### src/rtl/gpio_in_cond_pkg.sv
package gpio_in_cond_pkg;
  localparam int unsigned DEF_WIDTH  = 32;
  localparam int unsigned DEF_STABLE = 16;

  function automatic int unsigned cnt_bits(input int unsigned limit);
    int unsigned w;
    w = $clog2(limit);
    return (w < 1) ? 1 : w;
  endfunction
endpackage

### src/rtl/gpio_in_sync.sv
module gpio_in_sync #(
  parameter int unsigned WIDTH   = 32,
  parameter bit          SYNC_EN = 1'b1
) (
  input  logic             clk_i,
  input  logic             rst_i,
  input  logic [WIDTH-1:0] pad_i,
  output logic [WIDTH-1:0] sync_o
);
  if (SYNC_EN) begin : g_sync
    logic [WIDTH-1:0] stage1_q;
    logic [WIDTH-1:0] stage2_q;
    logic [1:0]       warm_q;

    always_ff @(posedge clk_i) begin
      if (rst_i) begin
        stage1_q <= '0;
        stage2_q <= '0;
      end else begin
        stage1_q <= pad_i;
        stage2_q <= stage1_q;
      end
    end

    always_ff @(posedge clk_i) begin
      if (rst_i)              warm_q <= 2'd0;
      else if (warm_q != 2'd2) warm_q <= warm_q + 2'd1;
    end

    assign sync_o = stage2_q;


    sync_delay_chk: assert property (@(posedge clk_i) disable iff (rst_i)
      (warm_q == 2'd2) |-> (sync_o == $past(pad_i, 2)));
  end else begin : g_pass
    assign sync_o = pad_i;
  end
endmodule

### src/rtl/gpio_in_filter.sv
module gpio_in_filter
  import gpio_in_cond_pkg::*;
#(
  parameter int unsigned WIDTH         = 32,
  parameter int unsigned STABLE_CYCLES = 16
) (
  input  logic             clk_i,
  input  logic             rst_i,
  input  logic [WIDTH-1:0] sync_i,
  output logic [WIDTH-1:0] filt_o
);
  localparam int unsigned CNT_W = cnt_bits(STABLE_CYCLES);
  localparam logic [CNT_W-1:0] CNT_TOP = CNT_W'(STABLE_CYCLES - 1);

  logic [WIDTH-1:0] prev_q;
  logic [WIDTH-1:0] filt_q;

  for (genvar i = 0; i < WIDTH; i++) begin : g_bit
    logic [CNT_W-1:0] cnt_q;
    logic             same;

    assign same = (sync_i[i] == prev_q[i]);

    always_ff @(posedge clk_i) begin
      if (rst_i) begin
        prev_q[i] <= 1'b0;
        cnt_q     <= '0;
        filt_q[i] <= 1'b0;
      end else begin
        prev_q[i] <= sync_i[i];
        if (!same) begin
          cnt_q <= CNT_W'(1);
        end else if (cnt_q != CNT_TOP) begin
          cnt_q <= cnt_q + CNT_W'(1);
        end
        if (same && (cnt_q == CNT_TOP)) begin
          filt_q[i] <= sync_i[i];
        end
      end
    end


    cnt_clear_chk: assert property (@(posedge clk_i) disable iff (rst_i)
      (sync_i[i] != prev_q[i]) |=> (cnt_q == CNT_W'(1)));


    glitch_hold_chk: assert property (@(posedge clk_i) disable iff (rst_i)
      !((sync_i[i] == prev_q[i]) && (cnt_q == CNT_TOP)) |=> $stable(filt_q[i]));


    cnt_reset_chk: assert property (@(posedge clk_i)
      rst_i |=> (cnt_q == '0));
  end

  assign filt_o = filt_q;


  filt_reset_chk: assert property (@(posedge clk_i)
    rst_i |=> (filt_o == '0));
endmodule

### src/rtl/gpio_in_cond.sv
module gpio_in_cond
  import gpio_in_cond_pkg::*;
#(
  parameter int unsigned WIDTH         = DEF_WIDTH,
  parameter int unsigned STABLE_CYCLES = DEF_STABLE,
  parameter bit          SYNC_EN       = 1'b1
) (
  input  logic             clk_i,
  input  logic             rst_i,
  input  logic [WIDTH-1:0] pad_i,
  input  logic [WIDTH-1:0] filt_en_i,
  output logic [WIDTH-1:0] data_o
);
  logic [WIDTH-1:0] sync_s;
  logic [WIDTH-1:0] filt_s;

  gpio_in_sync #(
    .WIDTH  (WIDTH),
    .SYNC_EN(SYNC_EN)
  ) u_sync (
    .clk_i (clk_i),
    .rst_i (rst_i),
    .pad_i (pad_i),
    .sync_o(sync_s)
  );

  gpio_in_filter #(
    .WIDTH        (WIDTH),
    .STABLE_CYCLES(STABLE_CYCLES)
  ) u_filter (
    .clk_i (clk_i),
    .rst_i (rst_i),
    .sync_i(sync_s),
    .filt_o(filt_s)
  );

  assign data_o = (filt_en_i & filt_s) | (~filt_en_i & sync_s);


  always_comb begin
    for (int i = 0; i < int'(WIDTH); i++) begin
      if (filt_en_i[i] && (sync_s[i] == filt_s[i])) begin
        bypass_agree_chk: assert (data_o[i] == sync_s[i]);
      end
    end
  end
endmodule

### config.mk
export PLATFORM = sky130hd
export DESIGN_NAME = gpio_in_cond
export DESIGN_NICKNAME = d
export VERILOG_FILES = /design/src/rtl/gpio_in_cond_pkg.sv /design/src/rtl/gpio_in_sync.sv /design/src/rtl/gpio_in_filter.sv /design/src/rtl/gpio_in_cond.sv
export SDC_FILE = /design/constraint.sdc
export NUM_CORES = 1
export LEC_CHECK = 0
export ABC_AREA = 1
export BUFFER_PORTS_ARGS = -buffer_cell sky130_fd_sc_hd__buf_4
export CAP_MARGIN = 20
export CORE_MARGIN = 4
export CORE_UTILIZATION = 55
export CTS_CLUSTER_DIAMETER = 80
export CTS_CLUSTER_SIZE = 30
export DETAILED_ROUTE_END_ITERATION = 12
export MAX_ROUTING_LAYER = met4
export PLACE_DENSITY = 0.83
export SLEW_MARGIN = 20
export SYNTH_ARGS = -nofsm -noshare
export SYNTH_HDL_FRONTEND = slang
export SYNTH_SLANG_ARGS = --single-unit
### constraint.sdc
create_clock -name clk_i -period 3.2 [get_ports clk_i]
set_input_delay 0.48 -clock clk_i [delete_from_list [all_inputs] [get_ports clk_i]]
set_output_delay 0.48 -clock clk_i [all_outputs]
set_load 0.05 [all_outputs]
==> insert_results.sql, run 1 <==
INSERT INTO impl_metrics (metric_group, metric, value, unit) VALUES
('floorplan', 'ioPinCount', '98', ''),
('cts', 'cts-root-buf', 'clkbuf_16', ''),
('timing', 'finalWorstPathRequiredPeriod', '1.83', 'ns'),
('drt', 'iteration_0_drc_count_of_the_detailed_router', '448', ''),
('finish', 'final_cell_mix', '461 x nand2_1, 256 x dfxtp_1, 255 x inv_1', ''),
('cts', 'cts_tree', 'done', ''),
('pwr', 'worst_ir_drop_vdd', '0.378', 'mV'),
('finish', 'multi_input_comb_area', '0.00474', 'mm²'),
('run_status', 'run_status', 'complete, no violations', ''),
('critical_path', 'crit-reg2reg-capture', 'u_filter.g_bit[0].cnt_q[0]', ''),
('drt', 'routed-wl-met3', '679', 'µm'),
('finish', 'layout.area.seq', '0.00512', 'mm²'),
('logic_synthesis', 'syn-cell-area', '0.0110', 'mm²'),
('pwr', 'cell_internal_pwr', '0.00434', 'W'),
('critical_path', 'reg2regPathDepth', '7', ''),
('drt', 'detail_route.wirelength.met1', '8990', 'µm'),
('pwr', 'power.share.switching', '25.3', '%'),
('floorplan', 'dieArea', '0.0223', 'mm²'),
('critical_path', 'critPathMaxFanout', '3', ''),
('grt', 'first_global_vias', '8438', ''),
('timing', 'grt_setup_unrepaired', 'no', ''),
('logic_synthesis', 'post_synth_num_cell_types', '17', ''),
('critical_path', 'timing.rr.start', 'u_filter.g_bit[0].cnt_q[0]', ''),
('pwr', 'p_clk_share', '30.9', '%'),
('placed_design', 'pre_cts_ws', '1.25', 'ns'),
('finish', 'layout_commonest_cell', 'nand2_1', ''),
('timing', 'finalCritPeriodShare', '57.3', '%'),
('timing', 'final_worst_clock_skew', '0.00990', 'ns'),
('logic_synthesis', 'yosys_warnings', '0', ''),
('critical_path', 'endpoint_kind', 'primary output', ''),
('floorplan', 'initial_utilization', '56.2', '%'),
('pwr', 'power_switching', '0.00147', 'W'),
('drt', 'drt_pre_antenna_iters', '5', ''),
('worst_hold_path', 'hold_path_end', 'u_sync.g_sync.stage1_q[4]', ''),
('grt', 'grt_util_all_layers', '17.8', '%'),
('drt', 'vias', '9248', ''),
('critical_path', 'r2r_setup_slack', '1.94', 'ns'),
('placed_design', 'buffer_ports.inserted', '97', ''),
('cts', 'clk-insertion-delay-late', '0.47', 'ns'),
('timing', 'finalHoldViolCount', '0', ''),
('logic_synthesis', 'synth_nets', '1676', ''),
('drt', 'post_dr_vias_cell', '4.78', ''),
('worst_hold_path', 'min_path_type', 'input pin to flop', ''),
('grt', 'antenna_found_initial', '0', ''),
('finish', 'diodes', '0', ''),
('logic_synthesis', 'syn_inst', '1578', ''),
('drt', 'ant_nets', '0', ''),
('timing', 'slew-limit-headroom', '57.3', '%'),
('cts', 'h_tree_level_count', '1', ''),
('logic_synthesis', 'synthesis.area_per_instance', '6.97', 'µm²'),
('logic_synthesis', 'seq_area_frac_synth', '46.6', '%'),
('run', 'max_cap_violations', '0', ''),
('cts', 'clock_sinks', '256', ''),
('grt', 'grt_max_degree', '81', ''),
('floorplan', 'placementRows', '51', ''),
('timing', 'max_freq', '0.546', 'GHz'),
('cts', 'postCtsSetupRepairBufs', '0', ''),
('drt', 'post-route-drc-count', '0', ''),
('critical_path', 'arrival', '1.35', 'ns'),
('drt', 'highest-signal-layer', 'met4', ''),
('critical_path', 'critical_path_required', '2.72', 'ns'),
('cts', 'cts_hold_buf', '0', ''),
('timing', 'worst_slack', '1.37', 'ns'),
('timing', 'drv_slew', '0', ''),
('pwr', 'comb_power_share', '9.8', '%'),
('logic_synthesis', 'ys_seq_elements', '256', ''),
('placed_design', 'dp.final_hpwl', '14100', 'µm'),
('timing', 'tightest_slew', '0.641', 'ns'),
('cts', 'cts-resized-gates', '0', ''),
('critical_path', 'critical_setup_path_class', 'flop to primary output', ''),
('pwr', 'p_total', '0.00581', 'W');
## kinds of logic (layout without fill, tap and decap cells)
logic type / count (synthesis) / count (layout) / share of synthesized area, %
AO/OA/AOI/OAI: 150 / 150 / 7.19
buffers and inverters: 283 / 376 / 10.3
AND/OR/NAND/NOR: 833 / 833 / 30.3
adder cells (fa/ha/maj): 32 / 32 / 3.64
flip-flops: 256 / 256 / 46.6
XOR/XNOR: 24 / 24 / 1.91
## cell type report
cell class / instances / share of cell area [%]
Sequential cell: 256 / 41.6
Multi-Input combinational cell: 1039 / 38.5
Inverter: 256 / 7.83
Timing Repair Buffer: 100 / 6.20
Tap cell: 265 / 2.69
Clock buffer: 13 / 2.64
Clock inverter: 7 / 0.498
## flip-flops by register name, indices dropped and copies added, names as in the netlist
name and count:
u_sync.sync_o 32, u_filter.filt_o 32, u_filter.prev_q 32, u_filter.g_bit.cnt_q 128, u_sync.g_sync.stage1_q 32
## metal layers
metal / track usage, % / vias to the layer above
li1: - / 5017
met1: 21.4 / 4107
met2: 32.4 / 108
met3: 2.18 / 16
met4: 3.39 / 0
met5: - / -
## worst max-delay path by stage
stage                     cells past startpoint                           to  slack, ns
after CTS                                     3                   data_o[15]       1.32
final                                         3                   data_o[15]       1.37
after global placement                        7  u_filter.g_bit[29].cnt_q[3]       1.30
after detailed placement                      5          u_filter.filt_o[13]       1.25
after floorplan                               1                    data_o[0]       1.14
after global routing                          3                   data_o[15]       1.29
## metrics by stage
step | instance area (µm²) | instances | utilization (%) | hold WS (ns)
6_report | 12300 | 1936 | 62.8 | 0.192
3_3_place_gp | 11900 | 1916 | 60.9 | 0.389
2_1_floorplan | 11000 | 1578 | - | 0.388
3_5_place_dp | 11900 | 1916 | 60.9 | 0.393
4_1_cts | 12300 | 1936 | 62.8 | 0.179
5_1_grt | 12300 | 1936 | 62.8 | 0.192
## power by group through the flow
stage	logic, W	registers [W]	clock network (W)
after detailed placement	0.000569	0.00353	0
after global routing	0.000666	0.00348	0.00198
after floorplan	0.000425	0.00350	0
after CTS	0.000574	0.00345	0.00187
final	0.000568	0.00345	0.00179
after global placement	0.000550	0.00352	0
## cell usage after synthesis
library cell	number	area [µm²]
ha_1	32	400
nand3_1	148	741
xnor2_1	24	210
a21oi_1	100	500
buf_2	8	40.0
nand2_1	461	1730
nor2_1	210	788
dfxtp_1	256	5120
nor3_1	11	55.1
o21ai_0	34	170
buf_6	3	33.8
clkinv_2	1	5.00
buf_4	11	82.6
inv_1	255	957
o21bai_1	16	120
nor3b_1	3	22.5
clkbuf_1	5	18.8
## worst max-delay path, cell delays in order (launching register included)
cell and delay [ns]:
dfxtp_1 0.36, inv_1 0.08, o21ai_0 0.20, buf_4 0.24
(Power assumes the default switching activity.)
==> run 2, diff against run 1 <==
--- a/config.mk
+++ b/config.mk
@@ -5,7 +5,7 @@
 export SDC_FILE = /design/constraint.sdc
 export NUM_CORES = 1
 export LEC_CHECK = 0
-export ABC_AREA = 1
+export ABC_AREA = 0
 export BUFFER_PORTS_ARGS = -buffer_cell sky130_fd_sc_hd__buf_4
 export CAP_MARGIN = 20
 export CORE_MARGIN = 4
==> constraint.sdc (replaced) <==
create_clock -name clk_i -period 1.7 [get_ports clk_i]
set_input_delay 0.255 -clock clk_i [delete_from_list [all_inputs] [get_ports clk_i]]
set_output_delay 0.255 -clock clk_i [all_outputs]
set_load 0.05 [all_outputs]
==> insert_results.sql, run 2 <==
INSERT INTO impl_metrics (metric_group, metric, value, unit) VALUES
('run_status', 'run_status', 'complete, no violations', ''),
('floorplan', 'ioPinCount', '98', ''),
('finish', 'final_cell_mix', '256 x dfxtp_1, 104 x buf_4, 96 x nor2b_1', ''),
('floorplan', 'initial_utilization', '56.8', '%'),
('floorplan', 'placementRows', '49', ''),
('critical_path', 'endpoint_kind', 'primary output', ''),
('placed_design', 'buffer_ports.inserted', '97', ''),
('finish', 'fin_cells', '1403', ''),
('drt', 'post-route-drc-count', '0', ''),
('timing', 'max_freq', '0.631', 'GHz'),
('drt', 'vias', '7511', ''),
('critical_path', 'critPathTopFamily', 'flip-flops', ''),
('logic_synthesis', 'seq_area_frac_synth', '49.4', '%'),
('grt', 'grt_pass1_wl', '30200', 'µm'),
('placed_design', 'dp.cells', '1356', ''),
('critical_path', 'critical_setup_path_class', 'flop to primary output', ''),
('finish', 'layout.area.seq', '0.00512', 'mm²'),
('critical_path', 'timing.critical_path.slowest_stage_cell', 'dfxtp_1', ''),
('timing', 'finalCritPeriodShare', '93.3', '%'),
('drt', 'post_dr_vias_cell', '5.35', ''),
('cts', 'cts_buffers', '13', ''),
('placed_design', 'dp.final_hpwl', '12300', 'µm'),
('finish', 'layout_commonest_cell', 'dfxtp_1', ''),
('critical_path', 'critical_path_required', '1.44', 'ns'),
('timing', 'tightest_slew', '0.367', 'ns'),
('logic_synthesis', 'synth_top_cells_by_count', '256 x dfxtp_1, 96 x nor2b_1, 89 x nor2_1', ''),
('timing', 'fin_hold_ws', '0.0203', 'ns'),
('critical_path', 'crit_path_max_incr_delay', '0.36', 'ns'),
('critical_path', 'cp_num_cells', '2', ''),
('drt', 'drt_pre_antenna_iters', '4', ''),
('cts', 'cts-resized-gates', '0', ''),
('critical_path', 'critPathMaxFanout', '4', ''),
('timing', 'grt_setup_unrepaired', 'no', ''),
('finish', 'largest_register', 'u_filter.g_bit.cnt_q', ''),
('logic_synthesis', 'synth_edf_count', '0', ''),
('floorplan', 'core', '0.0183', 'mm²'),
('pwr', 'worst_ir_drop_vdd', '0.919', 'mV'),
('timing', 'finalWorstPathRequiredPeriod', '1.59', 'ns'),
('placed_design', 'pre_cts_ws', '0.470', 'ns'),
('critical_path', 'arrival', '1.33', 'ns'),
('timing', 'final_worst_clock_skew', '0.0166', 'ns'),
('cts', 'clk-insertion-delay-late', '0.48', 'ns'),
('finish', 'largest_reg_flops', '128', ''),
('timing', 'worst_slack', '0.115', 'ns'),
('logic_synthesis', 'ys_seq_elements', '256', ''),
('cts', 'cts_buffer_depth', '3', ''),
('grt', 'grt_util_all_layers', '16.4', '%'),
('logic_synthesis', 'syn-cell-area', '0.0104', 'mm²'),
('cts', 'h_tree_level_count', '1', ''),
('logic_synthesis', 'synth.largest_area_cell', 'dfxtp_1', ''),
('timing', 'finalHoldViolCount', '0', ''),
('finish', 'multi_input_comb_area', '0.00513', 'mm²'),
('finish', 'diodes', '0', ''),
('drt', 'post_drt_wl_per_cell', '12.5', 'µm'),
('logic_synthesis', 'yosys_most_used_dff', 'dfxtp_1', ''),
('run', 'max_cap_violations', '0', ''),
('grt', 'grt_max_degree', '31', ''),
('worst_hold_path', 'min_path_cells', '2', ''),
('logic_synthesis', 'synth.area.top_cells', 'dfxtp_1 49%, nor2b_1 5.8%, xnor2_1 5.4%, ha_1 3.9%, mux2_2 3.5%', ''),
('critical_path', 'critPathLaunchType', 'flop', ''),
('drt', 'detail_route.wirelength', '17500', 'µm'),
('cts', 'cts_tree', 'done', ''),
('cts', 'clock_sinks', '256', ''),
('logic_synthesis', 'synthesis.area_per_instance', '10.0', 'µm²'),
('logic_synthesis', 'post-synth-top-area-fraction', '49.4', '%'),
('timing', 'finalSetupViolCount', '0', ''),
('grt', 'antenna_found_initial', '0', ''),
('placed_design', 'gp_weighted_congestion', '0.801', ''),
('pwr', 'power.leakage', '5.12', 'nW'),
('logic_synthesis', 'synth_async_sr_flop_share', '0', '%'),
('finish', 'finalNetCount', '1267', ''),
('drt', 'ant_nets', '0', ''),
('worst_hold_path', 'min_path_type', 'input pin to flop', ''),
('finish', 'drive_gt1_share', '16.8', '%'),
('logic_synthesis', 'yosys_warnings', '0', ''),
('critical_path', 'reg2regPathDepth', '4', ''),
('floorplan', 'dieArea', '0.0211', 'mm²'),
('logic_synthesis', 'synth_nets', '1136', ''),
('floorplan', 'die_height', '145', 'µm'),
('drt', 'iteration_0_drc_count_of_the_detailed_router', '307', ''),
('timing', 'setup_total_negative_slack', '0', 'ns'),
('grt', 'first_global_vias', '7007', ''),
('floorplan', 'die_w', '145', 'µm'),
('critical_path', 'critical_path.cell_chain', 'mux2_2 -> buf_4', ''),
('cts', 'clock_pin_slew_on_the_worst_setup_and_hold_paths', '0.11', 'ns'),
('pwr', 'pwr_density_cell', '918', 'mW/mm²'),
('pwr', 'p_total', '0.0111', 'W'),
('timing', 'drv_slew', '0', ''),
('finish', 'layout-area-overhead-vs-synth', '16.7', '%'),
('cts', 'cts-root-buf', 'clkbuf_16', ''),
('critical_path', 'worstPathBufferInverterCount', '1', ''),
('finish', 'nFillCells', '1428', ''),
('logic_synthesis', 'synth.most_common_cell', 'dfxtp_1', ''),
('timing', 'slew-limit-headroom', '75.4', '%'),
('logic_synthesis', 'post_synth_num_cell_types', '23', ''),
('logic_synthesis', 'syn_inst', '1038', ''),
('grt', 'grt_overflow_total', '0', '');
run 2: logic make-up after synthesis:
| logic type | after synthesis | share of synthesized area (%) |
|---|---|---|
| fa+ha+maj | 32 | 3.86 |
| simple gates | 434 | 23.7 |
| buf+inv | 21 | 1.18 |
| xor+xnor | 64 | 5.40 |
| compound gates | 167 | 9.98 |
| flops | 256 | 49.4 |
| mux | 64 | 6.56 |
run 2: routing by layer:
metal | wire length, µm | global-route usage, % | vias to the layer above
li1 | - | - | 3925
met5 | 0 | - | -
met4 | 263 | 3.47 | 0
met3 | 609 | 2.74 | 20
met2 | 8440 | 28.4 | 115
met1 | 8190 | 20.4 | 3451
run 2: power breakdown:
part	switching, W	internal, W
logic	0.000499	0.000565
clock network	0.00190	0.00161
registers	0.000276	0.00628
run 2: worst paths after layout:
path	from	endpoint	slack, ns
min reg2reg	u_sync.g_sync.stage1_q[16]	u_sync.sync_o[16]	0.44
min	pad_i[3]	u_sync.g_sync.stage1_q[3]	0.02
max reg2reg	u_filter.g_bit[10].cnt_q[0]	u_filter.g_bit[10].cnt_q[0]	0.41
max	u_sync.sync_o[0]	data_o[0]	0.11
run 2: cell type report:
| class | instances | share of cell area (%) |
|---|---|---|
| multi-input combinational | 761 | 42.4 |
| sequential | 256 | 42.3 |
| timing repair buffer | 137 | 9.59 |
| clock buffer | 13 | 2.68 |
| tap | 229 | 2.36 |
| clock inverter | 7 | 0.702 |
run 2: repair_timing:
action                    in CTS  in global routing
hold endpoints to repair      27                  0
setup buffers                  0                  0
hold buffers                  27                  0
run 2: through the flow:
stage,area (µm²),utilization (%)
3_3_place_gp,11400,62.6
6_report,12100,66.3
5_1_grt,12100,66.3
4_1_cts,12100,66.3
3_5_place_dp,11400,62.6
2_1_floorplan,10400,-
==> run 3, diff against run 2 <==
--- a/config.mk
+++ b/config.mk
@@ -15,7 +15,9 @@
 export DETAILED_ROUTE_END_ITERATION = 12
 export MAX_ROUTING_LAYER = met4
 export PLACE_DENSITY = 0.83
+export RECOVER_POWER = 50
 export SLEW_MARGIN = 20
 export SYNTH_ARGS = -nofsm -noshare
 export SYNTH_HDL_FRONTEND = slang
+export SYNTH_HIERARCHICAL = 1
 export SYNTH_SLANG_ARGS = --single-unit
==> insert_results.sql, run 3 <==
INSERT INTO impl_metrics (metric_group, metric, value, unit) VALUES
('critical_path', 'arrival', '1.33', 'ns'),
('timing', 'grt_setup_unrepaired', 'no', ''),
('cts', 'cts_buffer_depth', '3', ''),
('run_status', 'run_status', 'complete, no violations', ''),
('critical_path', 'critical_setup_path_class', 'flop to primary output', ''),
('critical_path', 'crit_path_max_incr_delay', '0.38', 'ns'),
('worst_hold_path', 'min_path_type', 'input pin to flop', ''),
('floorplan', 'dieArea', '0.0219', 'mm²'),
('critical_path', 'critPathMaxFanout', '4', ''),
('timing', 'max_freq', '0.633', 'GHz'),
('drt', 'detail_route.wirelength', '18700', 'µm'),
('grt', 'grt_util_all_layers', '17.2', '%'),
('grt', 'first_global_vias', '7294', ''),
('logic_synthesis', 'syn_inst', '1038', ''),
('critical_path', 'endpoint_kind', 'primary output', ''),
('critical_path', 'setup.worst_path.start', 'u_sync/sync_o[10]', ''),
('timing', 'finalCritPeriodShare', '93.0', '%'),
('timing', 'finalWorstPathRequiredPeriod', '1.58', 'ns'),
('critical_path', 'critical_path.cell_chain', 'mux2_4 -> buf_4', ''),
('finish', 'drive_gt1_share', '20.8', '%'),
('cts', 'h_tree_level_count', '1', ''),
('grt', 'grt_overflow_total', '0', ''),
('run', 'max_cap_violations', '0', ''),
('pwr', 'power.leakage', '5.17', 'nW'),
('finish', 'layout_commonest_cell', 'dfxtp_1', ''),
('finish', 'fin_cells', '1436', ''),
('grt', 'antenna_found_initial', '0', ''),
('pwr', 'cell_internal_pwr', '0.00837', 'W'),
('drt', 'post_dr_vias_cell', '5.34', ''),
('logic_synthesis', 'synth_top_cells_by_count', '256 x dfxtp_1, 89 x nor2_1, 64 x a21oi_1, 64 x nand3_1, 64 x xnor2_1', ''),
('floorplan', 'ioPinCount', '98', ''),
('logic_synthesis', 'ys_seq_elements', '256', ''),
('drt', 'iteration_0_drc_count_of_the_detailed_router', '281', ''),
('floorplan', 'placementRows', '50', ''),
('timing', 'drv_slew', '0', ''),
('cts', 'cts_tree', 'done', ''),
('logic_synthesis', 'yosys_warnings', '6', ''),
('placed_design', 'gp_weighted_congestion', '0.765', ''),
('critical_path', 'r2r_setup_slack', '0.39', 'ns'),
('critical_path', 'critical_path_required', '1.44', 'ns'),
('cts', 'cts_buffers', '13', ''),
('timing', 'finalSetupViolCount', '0', ''),
('timing', 'finalHoldViolCount', '0', ''),
('pwr', 'p_seq_share', '59.0', '%'),
('logic_synthesis', 'synth_edf_count', '0', ''),
('cts', 'clk-insertion-delay-late', '0.48', 'ns'),
('critical_path', 'timing.rr.start', 'u_filter/g_bit[27].cnt_q[1]', ''),
('logic_synthesis', 'post-synth-top-area-fraction', '47.5', '%'),
('critical_path', 'critPathTopFamily', 'flip-flops', ''),
('placed_design', 'dp.final_hpwl', '12800', 'µm'),
('timing', 'tightest_slew', '0.931', 'ns'),
('logic_synthesis', 'synth_async_sr_flop_share', '0', '%'),
('finish', 'final_cell_mix', '256 x dfxtp_1, 89 x buf_4, 89 x nor2_1', ''),
('grt', 'grt_pass1_wl', '32200', 'µm'),
('finish', 'diodes', '0', ''),
('pwr', 'power.share.switching', '24.7', '%'),
('logic_synthesis', 'synth.area.top_cells', 'dfxtp_1 48%, xnor2_1 5.2%, nor2b_2 4.9%, mux2_4 4.5%, ha_1 3.7%', ''),
('floorplan', 'initial_utilization', '56.7', '%'),
('logic_synthesis', 'synthesis.area_per_instance', '10.4', 'µm²'),
('critical_path', 'reg2regPathDepth', '4', ''),
('floorplan', 'core', '0.0190', 'mm²'),
('floorplan', 'die_w', '148', 'µm'),
('floorplan', 'die_height', '148', 'µm'),
('logic_synthesis', 'synth.largest_area_cell', 'dfxtp_1', ''),
('critical_path', 'crit-reg2reg-capture', 'u_filter/g_bit[27].cnt_q[0]', ''),
('grt', 'grt_max_degree', '45', ''),
('finish', 'finalNetCount', '1268', ''),
('critical_path', 'cp_num_cells', '2', ''),
('cts', 'cts-resized-gates', '0', ''),
('logic_synthesis', 'post_synth_num_cell_types', '25', ''),
('pwr', 'p_clk_share', '31.1', '%'),
('critical_path', 'timing.critical_path.slowest_stage_cell', 'dfxtp_1', ''),
('cts', 'clock_sinks', '256', ''),
('drt', 'drt_pre_antenna_iters', '4', ''),
('drt', 'post_drt_wl_per_cell', '13.1', 'µm'),
('critical_path', 'worstPathBufferInverterCount', '1', ''),
('logic_synthesis', 'synth.most_common_cell', 'dfxtp_1', ''),
('timing', 'setup_total_negative_slack', '0', 'ns'),
('logic_synthesis', 'yosys_most_used_dff', 'dfxtp_1', ''),
('logic_synthesis', 'seq_area_frac_synth', '47.5', '%'),
('critical_path', 'critPathLaunchType', 'flop', ''),
('cts', 'cts-root-buf', 'clkbuf_16', ''),
('critical_path', 'worst_setup_path_endpoint', 'data_o[10]', ''),
('pwr', 'worst_ir_drop_vdd', '0.783', 'mV'),
('pwr', 'comb_power_share', '9.9', '%'),
('pwr', 'pwr_density_cell', '902', 'mW/mm²'),
('cts', 'clock_pin_slew_on_the_worst_setup_and_hold_paths', '0.10', 'ns'),
('logic_synthesis', 'synth_nets', '1136', ''),
('finish', 'largest_register', 'u_filter/g_bit.cnt_q', ''),
('timing', 'slew-limit-headroom', '37.9', '%'),
('finish', 'largest_reg_flops', '128', ''),
('drt', 'ant_nets', '0', ''),
('placed_design', 'buffer_ports.inserted', '97', ''),
('drt', 'post-route-drc-count', '0', ''),
('pwr', 'power_switching', '0.00275', 'W'),
('placed_design', 'dp.cells', '1385', ''),
('worst_hold_path', 'holdCritStartpoint', 'pad_i[19]', ''),
('finish', 'layout-area-overhead-vs-synth', '14.3', '%'),
('drt', 'vias', '7662', ''),
('logic_synthesis', 'syn-cell-area', '0.0108', 'mm²'),
('timing', 'final_worst_clock_skew', '0.0158', 'ns');
-- run 3: cell type report --
| cell class | count | area, µm² |
|---|---|---|
| Clock inverter | 7 | 65.1 |
| Sequential cell | 256 | 5120 |
| Clock buffer | 14 | 339 |
| Tap cell | 260 | 325 |
| Fill cell | 1461 | 6700 |
| Timing Repair Buffer | 138 | 1100 |
| Multi-Input combinational cell | 761 | 5370 |
-- run 3: stage by stage --
| step | cell area (µm²) | power [W] | util [%] | setup WS, ns | hold slack, ns |
|---|---|---|---|---|---|
| after floorplan | 10800 | 0.00744 | - | 0.615 | 0.383 |
| after global placement | 11800 | 0.00771 | 61.9 | 0.499 | 0.416 |
| after detailed placement | 11800 | 0.00777 | 61.9 | 0.451 | 0.420 |
| after CTS | 12500 | 0.0113 | 65.6 | 0.0918 | 0.00556 |
| after global routing | 12300 | 0.0116 | 64.8 | 0.0671 | 0.00796 |
| final | 12300 | 0.0111 | 64.8 | 0.120 | 0.0172 |
-- run 3: worst min path at each step --
| stage | to | slack [ns] | cells after the start |
|---|---|---|---|
| after floorplan | u_sync/g_sync.stage1_q[29] | 0.38 | 1 |
| after global placement | u_sync/sync_o[2] | 0.42 | 1 |
| after detailed placement | u_sync/sync_o[29] | 0.42 | 1 |
| after CTS | u_sync/g_sync.stage1_q[19] | 0.006 | 2 |
| after global routing | u_sync/g_sync.stage1_q[19] | 0.008 | 2 |
| final | u_sync/g_sync.stage1_q[19] | 0.02 | 2 |
-- run 3: logic make-up after synthesis --
group,after synthesis,synth area share (%)
buffers and inverters,21,1.67
xor gates and xnor gates,64,5.20
AOI/OAI and AO/OA,167,9.61
DFF,256,47.5
muxes,64,7.43
adders and majority gates,32,3.71
and+or+nand+nor,434,24.8
-- run 3: power by group through the flow --
stage / clock (W) / sequential, W / combinational, W
after detailed placement: 0 / 0.00669 / 0.00108
final: 0.00346 / 0.00656 / 0.00110
after global placement: 0 / 0.00667 / 0.00104
after CTS: 0.00361 / 0.00656 / 0.00115
after global routing: 0.00381 / 0.00661 / 0.00123
after floorplan: 0 / 0.00663 / 0.000813
-- run 3: worst register-to-register path: stages (launching register included) --
cell and delay (ns):
dfxtp_1 0.41, ha_1 0.27, nand3_1 0.21, xnor2_1 0.19
a21oi_1 0.08
-- run 3: per-layer routing --
metal / share of wire, % / wire, µm / vias up / GRT usage, %
li1: - / - / 3926 / -
met1: 47 / 8730 / 3615 / 21.4
met2: 49 / 9110 / 102 / 29.8
met3: 3.2 / 605 / 19 / 2.58
met4: 1.6 / 298 / 0 / 3.46
met5: 0 / 0 / - / -
-- run 3: timing repair --
action	CTS	global route
buffers inserted	0	0
hold buffers	30	0
hold endpoints to repair	30	0
